$ cat src/rtl/frs_pkg.sv
`timescale 1ns/1ps
package frs_pkg;

  localparam int FRS_AW = 32;
  localparam int FRS_CW = 5;

  typedef enum logic [2:0] {
    ST_IDLE = 3'd0,
    ST_ADDR = 3'd1,
    ST_MODE = 3'd2,
    ST_WAIT = 3'd3,
    ST_DATA = 3'd4,
    ST_ERR  = 3'd5
  } frs_state_e;

  localparam logic [1:0] PATH_READ  = 2'b01;
  localparam logic [1:0] PATH_PARAM = 2'b10;

  localparam logic [3:0] LANE_X1 = 4'b0010;
  localparam logic [3:0] LANE_X2 = 4'b0011;
  localparam logic [3:0] LANE_X4 = 4'b1111;

  // true when the lane code is one of the three supported widths
  function automatic logic lane_ok(input logic [3:0] code);
    return (code == LANE_X1) || (code == LANE_X2) || (code == LANE_X4);
  endfunction

  // bit pacer start value: cycles per byte minus one
  function automatic logic [2:0] lane_reload(input logic [3:0] code);
    logic [2:0] r;
    case (code)
      LANE_X1: r = 3'd7;
      LANE_X2: r = 3'd3;
      LANE_X4: r = 3'd1;
      default: r = 3'd0;
    endcase
    return r;
  endfunction

  // address bit counter start value: address bits minus one
  function automatic logic [FRS_CW-1:0] addr_first(input logic wide);
    return wide ? FRS_CW'(31) : FRS_CW'(23);
  endfunction

endpackage

$ cat src/rtl/frs_addr_unit.sv
`timescale 1ns/1ps
module frs_addr_unit
  import frs_pkg::*;
(
  input  logic              clk,
  input  logic              rst_n,
  input  logic              clear_i,
  input  logic              wide_i,
  input  logic              shift_en_i,
  input  logic              bit_vld_i,
  input  logic              bit_i,
  input  logic              inc_i,
  output logic [FRS_AW-1:0] addr_o,
  output logic [FRS_AW-1:0] addr_next_o,
  output logic              last_o
);

  logic [FRS_CW-1:0] cnt_q;
  logic [FRS_AW-1:0] addr_q, addr_d;
  logic              take;

  assign take   = shift_en_i && bit_vld_i;
  assign last_o = take && (cnt_q == '0);

  always_comb begin
    addr_d = addr_q;
    if (clear_i)     addr_d = '0;
    else if (take)   addr_d = {addr_q[FRS_AW-2:0], bit_i};
    else if (inc_i)  addr_d = addr_q + FRS_AW'(1);
  end

  always_ff @(posedge clk or negedge rst_n) begin
    if (!rst_n) begin
      addr_q <= '0;
      cnt_q  <= '0;
    end else begin
      addr_q <= addr_d;
      if (clear_i)                   cnt_q <= addr_first(wide_i);
      else if (take && cnt_q != '0)  cnt_q <= cnt_q - FRS_CW'(1);
    end
  end

  assign addr_o      = addr_q;
  assign addr_next_o = addr_d;

  // shifting and stepping are never requested together
  a_r6_shift_inc_excl: assert property (@(posedge clk) disable iff (!rst_n)
    !(take && inc_i));

endmodule

$ cat src/rtl/frs_bit_pacer.sv
`timescale 1ns/1ps
module frs_bit_pacer
  import frs_pkg::*;
(
  input  logic       clk,
  input  logic       rst_n,
  input  logic       load_i,
  input  logic       run_i,
  input  logic [3:0] lanes_i,
  output logic [2:0] cnt_o,
  output logic       byte_end_o
);

  logic [2:0] cnt_q;

  assign byte_end_o = run_i && (cnt_q == 3'd0);

  always_ff @(posedge clk or negedge rst_n) begin
    if (!rst_n)          cnt_q <= '0;
    else if (load_i)     cnt_q <= lane_reload(lanes_i);
    else if (run_i)      cnt_q <= (cnt_q == 3'd0) ? lane_reload(lanes_i) : cnt_q - 3'd1;
  end

  assign cnt_o = cnt_q;

endmodule

$ cat src/rtl/frs_win_match.sv
`timescale 1ns/1ps
module frs_win_match #(
  parameter int AW       = 32,
  parameter int WIN_BITS = 10
) (
  input  logic [AW-1:0] addr_i,
  input  logic [AW-1:0] base_i,
  output logic          hit_o
);

  localparam logic [AW-1:0] LOW_MASK = {{(AW-WIN_BITS){1'b0}}, {WIN_BITS{1'b1}}};

  assign hit_o = ((addr_i ^ base_i) & ~LOW_MASK) == '0;

endmodule

$ cat src/rtl/flash_rd_seq.sv
`timescale 1ns/1ps
module flash_rd_seq
  import frs_pkg::*;
#(
  parameter int BUF_BITS = 10,
  parameter int WIN_BITS = 10,
  parameter int DUMMY_W  = 3
) (
  input  logic               clk,
  input  logic               rst_n,
  input  logic [1:0]         path_sel_i,
  input  logic               flash_mode_i,
  input  logic               addr4_i,
  input  logic               mode_byte_en_i,
  input  logic               dummy_en_i,
  input  logic [DUMMY_W-1:0] dummy_len_i,
  input  logic [3:0]         lanes_i,
  input  logic               s2p_valid_i,
  input  logic [7:0]         s2p_data_i,
  input  logic               latch_en_i,
  input  logic               win_en_i,
  input  logic               intercept_en_i,
  input  logic [31:0]        win_base_i,
  output logic [31:0]        addr_o,
  output logic               rd_req_o,
  output logic [31:0]        rd_addr_o,
  output logic               rd_mbx_o,
  output logic               mbx_active_o,
  output logic               flip_o,
  output logic [31:0]        latched_addr_o,
  output logic [7:0]         mode_byte_o,
  output logic [2:0]         phase_o
);

  frs_state_e         st_q, st_d;
  logic               in_idle, in_addr, in_data, enter_data;
  logic               addr_done, byte_end, lanes_good, req;
  logic               hit_next, hit_cur, latch_fire, mbx_q;
  logic [FRS_AW-1:0]  addr_q, addr_nx, lat_q;
  logic [2:0]         bit_cnt;
  logic [DUMMY_W-1:0] dcnt_q;
  logic [7:0]         mbyte_q;

  assign in_idle    = (st_q == ST_IDLE);
  assign in_addr    = (st_q == ST_ADDR);
  assign in_data    = (st_q == ST_DATA);
  assign lanes_good = lane_ok(lanes_i);

  frs_addr_unit u_addr (
    .clk         (clk),
    .rst_n       (rst_n),
    .clear_i     (in_idle),
    .wide_i      (addr4_i),
    .shift_en_i  (in_addr),
    .bit_vld_i   (s2p_valid_i),
    .bit_i       (s2p_data_i[0]),
    .inc_i       (byte_end),
    .addr_o      (addr_q),
    .addr_next_o (addr_nx),
    .last_o      (addr_done)
  );

  frs_bit_pacer u_pacer (
    .clk        (clk),
    .rst_n      (rst_n),
    .load_i     (enter_data),
    .run_i      (in_data),
    .lanes_i    (lanes_i),
    .cnt_o      (bit_cnt),
    .byte_end_o (byte_end)
  );

  frs_win_match #(.AW(FRS_AW), .WIN_BITS(WIN_BITS)) u_win_next (
    .addr_i (addr_nx),
    .base_i (win_base_i),
    .hit_o  (hit_next)
  );

  frs_win_match #(.AW(FRS_AW), .WIN_BITS(WIN_BITS)) u_win_cur (
    .addr_i (addr_q),
    .base_i (win_base_i),
    .hit_o  (hit_cur)
  );

  // phase sequencing
  always_comb begin
    st_d = st_q;
    unique case (st_q)
      ST_IDLE: if (path_sel_i == PATH_READ || path_sel_i == PATH_PARAM) st_d = ST_ADDR;
      ST_ADDR: begin
        if (addr_done) begin
          if (!lanes_good) st_d = ST_ERR;
          else begin
            case ({mode_byte_en_i, dummy_en_i})
              2'b00:   st_d = ST_DATA;
              2'b01:   st_d = ST_WAIT;
              default: st_d = ST_MODE;
            endcase
          end
        end
      end
      ST_MODE: if (s2p_valid_i) st_d = ST_WAIT;
      ST_WAIT: if (dcnt_q == '0) st_d = ST_DATA;
      ST_DATA: st_d = ST_DATA;
      ST_ERR:  st_d = ST_ERR;
      default: st_d = ST_ERR;
    endcase
  end

  assign enter_data = (st_d == ST_DATA) && !in_data;

  always_ff @(posedge clk or negedge rst_n) begin
    if (!rst_n) st_q <= ST_IDLE;
    else        st_q <= st_d;
  end

  // dummy counter: loaded when the address completes, counts down in dummy
  always_ff @(posedge clk or negedge rst_n) begin
    if (!rst_n)                              dcnt_q <= '0;
    else if (addr_done)                      dcnt_q <= dummy_en_i ? dummy_len_i : '0;
    else if (st_q == ST_WAIT && dcnt_q != '0) dcnt_q <= dcnt_q - DUMMY_W'(1);
  end

  // mode byte capture
  always_ff @(posedge clk or negedge rst_n) begin
    if (!rst_n)                             mbyte_q <= '0;
    else if (st_q == ST_MODE && s2p_valid_i) mbyte_q <= s2p_data_i;
  end

  // requests: first at address completion, then one per byte boundary
  assign req = (addr_done && lanes_good) || byte_end;

  always_ff @(posedge clk or negedge rst_n) begin
    if (!rst_n)     mbx_q <= 1'b0;
    else if (req)   mbx_q <= rd_mbx_o;
  end

  // software copy of the address
  assign latch_fire = in_data && (path_sel_i == PATH_READ) && latch_en_i &&
                      flash_mode_i && !(win_en_i && hit_cur);

  always_ff @(posedge clk or negedge rst_n) begin
    if (!rst_n)          lat_q <= '0;
    else if (latch_fire) lat_q <= addr_q;
  end

  assign addr_o         = addr_q;
  assign rd_req_o       = req;
  assign rd_addr_o      = addr_nx;
  assign rd_mbx_o       = req && win_en_i && intercept_en_i && hit_next;
  assign mbx_active_o   = mbx_q;
  assign flip_o         = byte_end && (&addr_q[BUF_BITS-1:0]);
  assign latched_addr_o = lat_q;
  assign mode_byte_o    = mbyte_q;
  assign phase_o        = st_q;

  // no address step during the address phase
  a_r6_no_step_in_addr: assert property (@(posedge clk) disable iff (!rst_n)
    in_addr |-> !byte_end);

  // error phase is left only by reset
  a_r5_err_sticky: assert property (@(posedge clk) disable iff (!rst_n)
    (st_q == ST_ERR) |=> (st_q == ST_ERR));

  // pacer starts a full byte on data entry
  a_r5_reload_on_entry: assert property (@(posedge clk) disable iff (!rst_n)
    (in_data && $past(st_q) != ST_DATA) |-> (bit_cnt == lane_reload(lanes_i)));

  // flip only with a boundary request in data phase
  a_r7_flip_with_req: assert property (@(posedge clk) disable iff (!rst_n)
    flip_o |-> (in_data && rd_req_o));

  // copy changes only after a latch pulse in data phase
  a_r8_latch_source: assert property (@(posedge clk) disable iff (!rst_n)
    !$stable(latched_addr_o) |-> ($past(st_q) == ST_DATA && $past(latch_en_i)));

  // idle is held for unsupported datapath codes
  a_r2_idle_hold: assert property (@(posedge clk) disable iff (!rst_n)
    (in_idle && path_sel_i != PATH_READ && path_sel_i != PATH_PARAM) |=> (st_q == ST_IDLE));

endmodule

$ cat config.mk
export PLATFORM = sky130hd
export DESIGN_NAME = flash_rd_seq
export DESIGN_NICKNAME = d
export VERILOG_FILES = /design/src/rtl/frs_pkg.sv /design/src/rtl/frs_addr_unit.sv /design/src/rtl/frs_bit_pacer.sv /design/src/rtl/frs_win_match.sv /design/src/rtl/flash_rd_seq.sv
export SDC_FILE = /design/constraint.sdc
export NUM_CORES = 1
export LEC_CHECK = 0
export ABC_AREA = 1
export BUFFER_PORTS_ARGS = -buffer_cell sky130_fd_sc_hd__buf_2
export CAP_MARGIN = 25
export CORE_MARGIN = 2
export CORE_UTILIZATION = 46
export DETAILED_ROUTE_END_ITERATION = 16
export PLACE_DENSITY = 0.72
export SLEW_MARGIN = 20
export SYNTH_ARGS = -nofsm -noshare
export SYNTH_HDL_FRONTEND = slang
export SYNTH_SLANG_ARGS = --single-unit
$ cat constraint.sdc
create_clock -name clk -period 6 [get_ports clk]
set_input_delay 0.6 -clock clk [delete_from_list [all_inputs] [get_ports clk]]
set_output_delay 0.6 -clock clk [all_outputs]
set_load 0.1 [all_outputs]
==> reports/metrics.cfg, run 1 <==
[run_status]
outcome = finished, final reports clean

[global_route]
grt_pass1_vias = 5440
grt_max_degree = 54
grt_pass1_wl_um = 27050
grt.total_usage_pct = 25.99
antenna_found_initial = 0
grt-ovfl-total = 0

[finish]
final_common_cell = nand2_1
final_cell_mix = nand2_1, buf_2, inv_1
antennaDiodeCount = 0
num-nets-final = 1038
drive_gt1_share_pct = 24.90
syn2layout_area_growth_pct = 21.33

[worst_setup_path]
required_ns = 5.40
rr_endpoint = mbx_active_o$_DFFE_PN0N_
r2r_setup_slack_ns = 3.01
timing.rr.start = u_pacer.cnt_o[0]$_DFFE_PN0P_
critPathMaxFanout = 11
start_kind = flop
worstSetupPathType = reg -> out
r2r_cells = 18
cp.arrival_ns = 3.71
end_kind = output port

[drt]
dr.pass1.iters = 5
drt_iter0_drc = 514
routed-via-count = 5915
met1Wirelength_um = 7486
dr_wl_met3_um = 1426
drcViolationCount = 0
drt_wl_total_um = 16980
dr_wl_met2_um = 7593
wl_per_cell_um = 14.79
top_layer_used = met4
drtAntennaViolNets = 0
vias_per_cell = 5.152

[die]
die_area_um2 = 13570
rows = 41
ios = 170
core_um2 = 12470
start_util_pct = 46.68
fp.dieW_um = 116.5
die_y_um = 116.5

[logic_synthesis]
synth_cell_types = 41
ys_warn_count = 0
ys_seq_area_share_pct = 37.41
synth.area.mux_share_pct = 1.548
postSynthCellCount = 817
synth_compound_area_share_pct = 13.55
synth_top_family_by_area = simple AND/OR/NAND/NOR gates
postSynthAreaPerCell_um2 = 7.123
synth_seq_cells = 87
syn_area_um2 = 5819
syn-num-nets = 884
yosys.area_share.simple_pct = 32.36
synth-xor-area-share_pct = 1.806
synthAdderAreaFrac_pct = 1.720

[cts]
clock-sinks = 87
cts_resized = 0
clkSlewWorstSetupHoldPaths_ns = 0.06
cts_buffers = 9
h-tree-depth = 3
tritoncts = yes
cts_setup_buffers = 0
clock_latency_ns = 0.35
clock-root-buffer = clkbuf_16
clk_path_buf_depth = 2
ctsHoldBuffers = 0

[timing]
max_slew_margin_pct = 40.20
finalClockSkew_ns = 0.009824
fin_hold_ws_ns = 0.1885
fmax_mhz = 231.8
min_period_ns = 4.314
fin_crit_sh_pct = 71.90
tightest_slew_ns = 0.8937
hold_violations = 0
fin_setup_tns_ns = 0
rsz0062_at_grt = false
maxSlewViolCount = 0
setup_viol = 0

[job]
maxCapViolCount = 0

[place]
gp_congestion = 0.9400
dp_hpwl_um = 13180
port_buffers = 159

[worst_hold_path]
hp-class = in -> async

## logic make-up after synthesis
kind of cell | after synthesis
fa+ha+maj | 8
mux | 8
compound gates | 121
buf+inv | 165
flops | 87
simple gates | 416
xor+xnor | 12
## metal layers
layer	GRT usage [%]	vias up
met5	0	-
met4	10.56	0
met3	5.086	36
met2	39.69	245
met1	36.38	2684
li1	-	2950
## cell usage after synthesis, drive strengths merged
cell / n / area (um^2)
a21oi: 12 / 60.06
a221oi: 2 / 17.52
nor4b: 1 / 8.760
clkinv: 3 / 11.26
xnor2: 2 / 17.52
o31ai: 1 / 21.27
o2111ai: 1 / 15.01
a22oi: 1 / 7.510
a31oi: 4 / 25.02
xor2: 10 / 87.58
nand4: 18 / 112.6
o221ai: 3 / 26.28
dfrtp: 87 / 2177
and2: 1 / 6.260
nor2: 77 / 346.6
nand3b: 6 / 45.04
or4: 1 / 11.26
nor3: 13 / 80.08
nand2: 215 / 824.5
inv: 141 / 529.3
ha: 8 / 100.1
nor4: 2 / 12.51
a211oi: 3 / 22.52
buf: 11 / 95.09
o21ai: 83 / 520.5
nand3: 82 / 435.4
clkbuf: 10 / 40.04
mux2: 8 / 90.09
o22ai: 8 / 50.05
o211ai: 3 / 22.52
## stage by stage
step / worst slack [ns] / utilization, % / cell area [um^2] / instances
final: 1.686 / 56.64 / 7061 / 1148
after CTS: 1.698 / 56.33 / 7022 / 1146
after global routing: 1.437 / 56.64 / 7061 / 1148
after detailed placement: 2.090 / 54.01 / 6733 / 1130
after global placement: 2.052 / 53.85 / 6713 / 1129
after floorplan: 1.147 / - / 5819 / 817
## layout make-up
class	instances	area (um^2)
fill	1225	5405
multi-input combinational	565	2967
clock inverter	5	56.30
clock buffer	11	232.7
sequential	87	2177
tap	172	215.2
timing repair buffer	164	872.1
inverter	144	540.5
## flip-flops by register name, summed over array words and instances, names as in the netlist
name,count
dcnt_q,3
latched_addr_o,32
mbx_active_o,1
mode_byte_o,8
phase_o,3
u_addr.addr_o,32
u_addr.cnt_q,5
u_pacer.cnt_o,3
## how the worst max path moves through the flow
stage / slack (ns) / depth (start not counted) / startpoint / to
after floorplan: 1.15 / 12 / phase_o[0]$_DFF_PN0_ / rd_mbx_o
after global placement: 2.05 / 12 / phase_o[2]$_DFF_PN0_ / rd_mbx_o
after detailed placement: 2.09 / 17 / u_pacer.cnt_o[0]$_DFFE_PN0P_ / rd_mbx_o
after CTS: 1.70 / 17 / u_pacer.cnt_o[0]$_DFFE_PN0P_ / rd_mbx_o
after global routing: 1.44 / 17 / u_pacer.cnt_o[0]$_DFFE_PN0P_ / rd_mbx_o
final: 1.69 / 17 / u_pacer.cnt_o[0]$_DFFE_PN0P_ / rd_mbx_o
## critical path, stage by stage, from the launching register on
cell and delay (ns):
dfrtp_1 0.36, inv_1 0.12, ha_1 0.18, nand2_1 0.10
nor2_1 0.71, nand2_1 0.24, nor2_1 0.26, nand3_1 0.11
nand3_1 0.13, nand2_1 0.09, nand2_1 0.10, nand2_1 0.06
a21oi_1 0.13, nand2_1 0.08, nor2_1 0.11, nand2_1 0.06
nor2_1 0.09, buf_2 0.43
Power of run 1 is left out: the tool's default activity adds up to more than one toggle a clock period on the data nets, which glitch-free logic cannot reach.
==> run 2: changes to the inputs <==
==> constraint.sdc (replaced) <==
create_clock -name clk -period 4.2 [get_ports clk]
set_input_delay 0.42 -clock clk [delete_from_list [all_inputs] [get_ports clk]]
set_output_delay 0.42 -clock clk [all_outputs]
set_load 0.1 [all_outputs]
==> reports/metrics.cfg, run 2 (synthesis results as in run 1) <==
[global_route]
grt_pass1_wl_um = 27350  ; +1.1%
grt-ovfl-total = 0  ; unchanged
grt.total_usage_pct = 26.46  ; +0.47 points
grt_pass1_vias = 5376  ; -1.2%
grt_max_degree = 65  ; +20%
antenna_found_initial = 1  ; +1

[timing]
hold_violations = 0  ; unchanged
max_slew_margin_pct = 48.32  ; +8.1 points
setup_viol = 0  ; unchanged
fin_hold_ws_ns = 0.06519  ; -0.1234 ns
tightest_slew_ns = 0.7752  ; -0.1185 ns
rsz0062_at_grt = false
fmax_mhz = 268.4
min_period_ns = 3.726
fin_crit_sh_pct = 88.72
maxSlewViolCount = 0  ; unchanged
finalClockSkew_ns = 0.01268  ; +0.002857 ns

[finish]
final_cell_mix = nand2_1, buf_2, inv_1
final_common_cell = nand2_1
num-nets-final = 1039  ; +0.096%
register_area_um2 = 2177  ; unchanged
fillers = 1237  ; +0.98%
fin_cells = 1150  ; +0.17%
fin_area_um2 = 7078  ; +0.25%
drive_gt1_share_pct = 25.49  ; +0.59 points
multi_input_area_um2 = 2988  ; +0.72%
syn2layout_area_growth_pct = 21.63

[drt]
drt_iter0_drc = 456  ; -11%
routed-via-count = 5887  ; -0.47%
drtAntennaViolNets = 0  ; unchanged
drcViolationCount = 0  ; unchanged
vias_per_cell = 5.119  ; -0.65%
wl_per_cell_um = 14.89  ; +0.64%
drt_wl_total_um = 17120  ; +0.82%
dr.pass1.iters = 5  ; unchanged

[worst_hold_path]
hp-class = in -> async

[worst_setup_path]
required_ns = 3.78  ; -1.62 ns
r2r_cells = 8  ; -10
r2r_setup_slack_ns = 1.58  ; -1.43 ns
rr_endpoint = latched_addr_o[30]$_DFFE_PN0P_
timing.rr.start = u_addr.addr_o[17]$_DFF_PN0_
critPathMaxFanout = 4  ; -7
end_kind = output port
start_kind = flop
cp.arrival_ns = 3.31  ; -0.40 ns
worstSetupPathType = reg -> out

[die]
start_util_pct = 46.68  ; unchanged
die_area_um2 = 13570  ; unchanged
fp.dieW_um = 116.5  ; unchanged
core_um2 = 12470  ; unchanged
die_y_um = 116.5  ; unchanged
ios = 170  ; unchanged
rows = 41  ; unchanged

[place]
dp_hpwl_um = 13300  ; +0.86%
dp_cells = 1133  ; +0.27%
dpl_cell_area_um2 = 6777  ; +0.65%
port_buffers = 159  ; unchanged
gp_congestion = 0.9520  ; +1.3%

[cts]
clk_path_buf_depth = 2  ; unchanged
clock_latency_ns = 0.36  ; about the same
cts_resized = 0  ; unchanged
h-tree-depth = 3  ; unchanged
cts_setup_buffers = 0  ; unchanged
clkSlewWorstSetupHoldPaths_ns = 0.06  ; about the same
clock-sinks = 87  ; unchanged
cts_buffers = 9  ; unchanged
clock-root-buffer = clkbuf_16
tritoncts = yes
ctsHoldBuffers = 0  ; unchanged

[job]
maxCapViolCount = 0  ; unchanged

[run_status]
outcome = finished, final reports clean

-- run 2: layout make-up --
class	instances	share of cell area [%]
Clock buffer	11	3.429
Multi-Input combinational cell	565	42.21
Clock inverter	5	0.7955
Antenna cell	1	0.03535
Inverter	144	7.637
Tap cell	172	3.040
Sequential cell	87	30.76
Timing Repair Buffer	165	12.09
-- run 2: per-layer routing --
metal  track usage (%)  routed length (um)  up-vias
met5                 0                   0        -
met4             7.619                 305        0
met3             5.864                1509       22
met2             40.12                7566      272
met1             38.16                7736     2644
li1                  -                   -     2949
-- run 2: per-stage QoR --
step	TNS [ns]	worst slack [ns]	util, %
finish	0	0.4739	56.78
global route	0	0.1887	56.78
CTS	0	0.4681	56.76
detailed placement	0	0.8687	54.36
global placement	0	0.8900	54.36
floorplan	-3.538	-0.4703	-
-- run 2: worst max-delay path: stages (launching register included) --
cell and delay [ns]:
dfrtp_1 0.36, inv_1 0.12, ha_1 0.18, nand2_1 0.11, nor2_1 0.39, nand2_1 0.20, nor2_1 0.24, nand3_1 0.10
nand3_1 0.15, nand2_1 0.10, nand2_1 0.09, nand2_1 0.05, a21oi_1 0.11, nand2_1 0.07, nor2_1 0.11, nand2_1 0.07
nor2_2 0.07, buf_2 0.42
-- run 2: worst max-delay path by stage --
| stage | from | end | slack [ns] | cells after the start |
|---|---|---|---|---|
| 3_5_place_dp | u_pacer.cnt_o[0]$_DFFE_PN0P_ | rd_mbx_o | 0.87 | 17 |
| 6_report | u_pacer.cnt_o[0]$_DFFE_PN0P_ | rd_mbx_o | 0.47 | 17 |
| 2_1_floorplan | phase_o[2]$_DFF_PN0_ | rd_addr_o[5] | -0.47 | 6 |
| 4_1_cts | u_pacer.cnt_o[0]$_DFFE_PN0P_ | rd_mbx_o | 0.47 | 17 |
| 3_3_place_gp | u_pacer.cnt_o[0]$_DFFE_PN0P_ | rd_mbx_o | 0.89 | 17 |
| 5_1_grt | u_pacer.cnt_o[0]$_DFFE_PN0P_ | rd_mbx_o | 0.19 | 17 |
Power of run 2 is left out for the same reason.
==> run 3: changes to the inputs <==
--- a/config.mk
+++ b/config.mk
@@ -8,10 +8,12 @@
 export ABC_AREA = 1
 export BUFFER_PORTS_ARGS = -buffer_cell sky130_fd_sc_hd__buf_2
 export CAP_MARGIN = 25
+export CORE_ASPECT_RATIO = 1.1
 export CORE_MARGIN = 2
 export CORE_UTILIZATION = 46
 export DETAILED_ROUTE_END_ITERATION = 16
 export PLACE_DENSITY = 0.72
+export SETUP_SLACK_MARGIN = 0.02
 export SLEW_MARGIN = 20
 export SYNTH_ARGS = -nofsm -noshare
 export SYNTH_HDL_FRONTEND = slang
==> reports/metrics.cfg, run 3 (synthesis results as in run 1) <==
[run_status]
outcome = finished, final reports clean

[place]
dpl_cell_area_um2 = 6753  ; -0.35%
dp_hpwl_um = 13230  ; -0.54%
port_buffers = 159  ; unchanged
dp_cells = 1119  ; -1.2%
gp_congestion = 0.9314  ; -2.2%

[finish]
final_cell_mix = nand2_1, buf_2, inv_1
num-nets-final = 1040  ; +0.096%
antennaDiodeCount = 0  ; -1
fin_cells = 1135  ; -1.3%
fillers = 1276  ; +3.2%
fin_area_um2 = 7046  ; -0.46%
fin_util_pct = 56.45  ; -0.33 points
drive_gt1_share_pct = 25.36  ; -0.13 points
syn2layout_area_growth_pct = 21.07
final_common_cell = nand2_1

[worst_setup_path]
crit_path_max_incr_delay_ns = 0.52  ; +0.10 ns
worstSetupPathType = reg -> out
start_kind = flop
end_kind = output port
r2r_cells = 8  ; unchanged
critPathMaxFanout = 20  ; +16
crit_chain = nor3_2 -> nand2_2 -> nor2_4 -> nand2_2 -> nand2_1 -> inv_1 -> nor2_1 -> nand4_1 -> nor3_1 -> nand3_1 -> nor2_2 -> buf_2
crit_top_cell = nand2_2
crit_slowest_cell = dfrtp_1
timing.rr.start = u_addr.addr_o[13]$_DFF_PN0_
required_ns = 3.78  ; about the same
rr_endpoint = latched_addr_o[14]$_DFFE_PN0P_
cp.arrival_ns = 3.31  ; about the same
r2r_setup_slack_ns = 1.48  ; -0.10 ns

[die]
core_um2 = 12480  ; +0.13%
ios = 170  ; unchanged
die_y_um = 122.0  ; +4.7%
rows = 43  ; +4.9%
start_util_pct = 46.62  ; -0.061 points
die_area_um2 = 13570  ; about the same
fp.dieW_um = 111.2  ; -4.5%

[timing]
maxSlewViolCount = 0  ; unchanged
min_period_ns = 3.727  ; +0.0006950 ns
max_slew_margin_pct = 47.43  ; -0.89 points
rsz0062_at_grt = false
tightest_slew_ns = 0.7886  ; +0.01337 ns
fmax_mhz = 268.3  ; about the same
finalClockSkew_ns = 0.006787  ; -0.005895 ns
setup_viol = 0  ; unchanged
hold_violations = 0  ; unchanged
fin_crit_sh_pct = 88.73  ; about the same

[global_route]
grt_pass1_vias = 5275  ; -1.9%
grt.total_usage_pct = 24.82  ; -1.6 points
grt-ovfl-total = 0  ; unchanged
grt_pass1_wl_um = 26650  ; -2.6%
antenna_found_initial = 0  ; -1
grt_max_degree = 65  ; unchanged

[drt]
drtAntennaViolNets = 0  ; unchanged
dr.pass1.iters = 5  ; unchanged
vias_per_cell = 5.219  ; +2.0%
dr_wl_met3_um = 1049  ; -30%
routed-via-count = 5924  ; +0.63%
drt_wl_total_um = 16890  ; -1.3%
wl_per_cell_um = 14.88  ; about the same
met1Wirelength_um = 7283  ; -5.9%
top_layer_used = met4
dr_wl_met2_um = 8116  ; +7.3%
drt_iter0_drc = 412  ; -9.6%
drcViolationCount = 0  ; unchanged

[cts]
clock-root-buffer = clkbuf_16
cts_buffers = 9  ; unchanged
cts_resized = 0  ; unchanged
clock-sinks = 87  ; unchanged
tritoncts = yes
clk_path_buf_depth = 2  ; unchanged
clock_latency_ns = 0.35  ; about the same
ctsHoldBuffers = 0  ; unchanged
clkSlewWorstSetupHoldPaths_ns = 0.06  ; about the same
h-tree-depth = 3  ; unchanged
cts_setup_buffers = 0  ; unchanged

[job]
maxCapViolCount = 0  ; unchanged

[worst_hold_path]
hp-class = in -> async

run 3: stage by stage:
stage | setup slack [ns] | TNS (ns) | hold WS (ns)
6_report | 0.4732 | 0 | 0.1033
5_1_grt | 0.2613 | 0 | 0.1495
4_1_cts | 0.4681 | 0 | 0.1261
3_5_place_dp | 0.8643 | 0 | 0.4640
3_3_place_gp | 0.9080 | 0 | 0.4597
2_1_floorplan | -0.4703 | -3.538 | 0.1244
run 3: cell type report:
| cell class | count | area [um^2] | area share, % |
|---|---|---|---|
| clock buffer | 13 | 250.2 | 3.552 |
| inverter | 144 | 540.5 | 7.672 |
| multi-input combinational | 565 | 2988 | 42.41 |
| clock inverter | 3 | 42.54 | 0.6038 |
| timing repair buffer | 166 | 850.8 | 12.08 |
| sequential | 87 | 2177 | 30.90 |
| tap | 157 | 196.4 | 2.788 |
run 3: worst max path at each step:
stage                                             from      endpoint  depth (start not counted)
after global placement    u_pacer.cnt_o[0]$_DFFE_PN0P_      rd_mbx_o                         17
after global routing      u_pacer.cnt_o[0]$_DFFE_PN0P_      rd_mbx_o                         19
after detailed placement          phase_o[2]$_DFF_PN0_      rd_mbx_o                         12
after CTS                         phase_o[2]$_DFF_PN0_      rd_mbx_o                         12
after floorplan                   phase_o[2]$_DFF_PN0_  rd_addr_o[5]                          6
final                             phase_o[2]$_DFF_PN0_      rd_mbx_o                         12
run 3: critical path, delay by kind of cell, from the launching register on:
kind	cells	cell delay (ns)
buf+inv	2	0.52
flops	1	0.52
simple gates	10	1.92
run 3: per-layer routing:
| layer | global-route usage, % | vias to the layer above |
|---|---|---|
| li1 | - | 2949 |
| met1 | 31.62 | 2736 |
| met2 | 42.26 | 209 |
| met3 | 5.224 | 30 |
| met4 | 8.565 | 0 |
| met5 | 0 | - |
Power of run 3 is left out for the same reason.
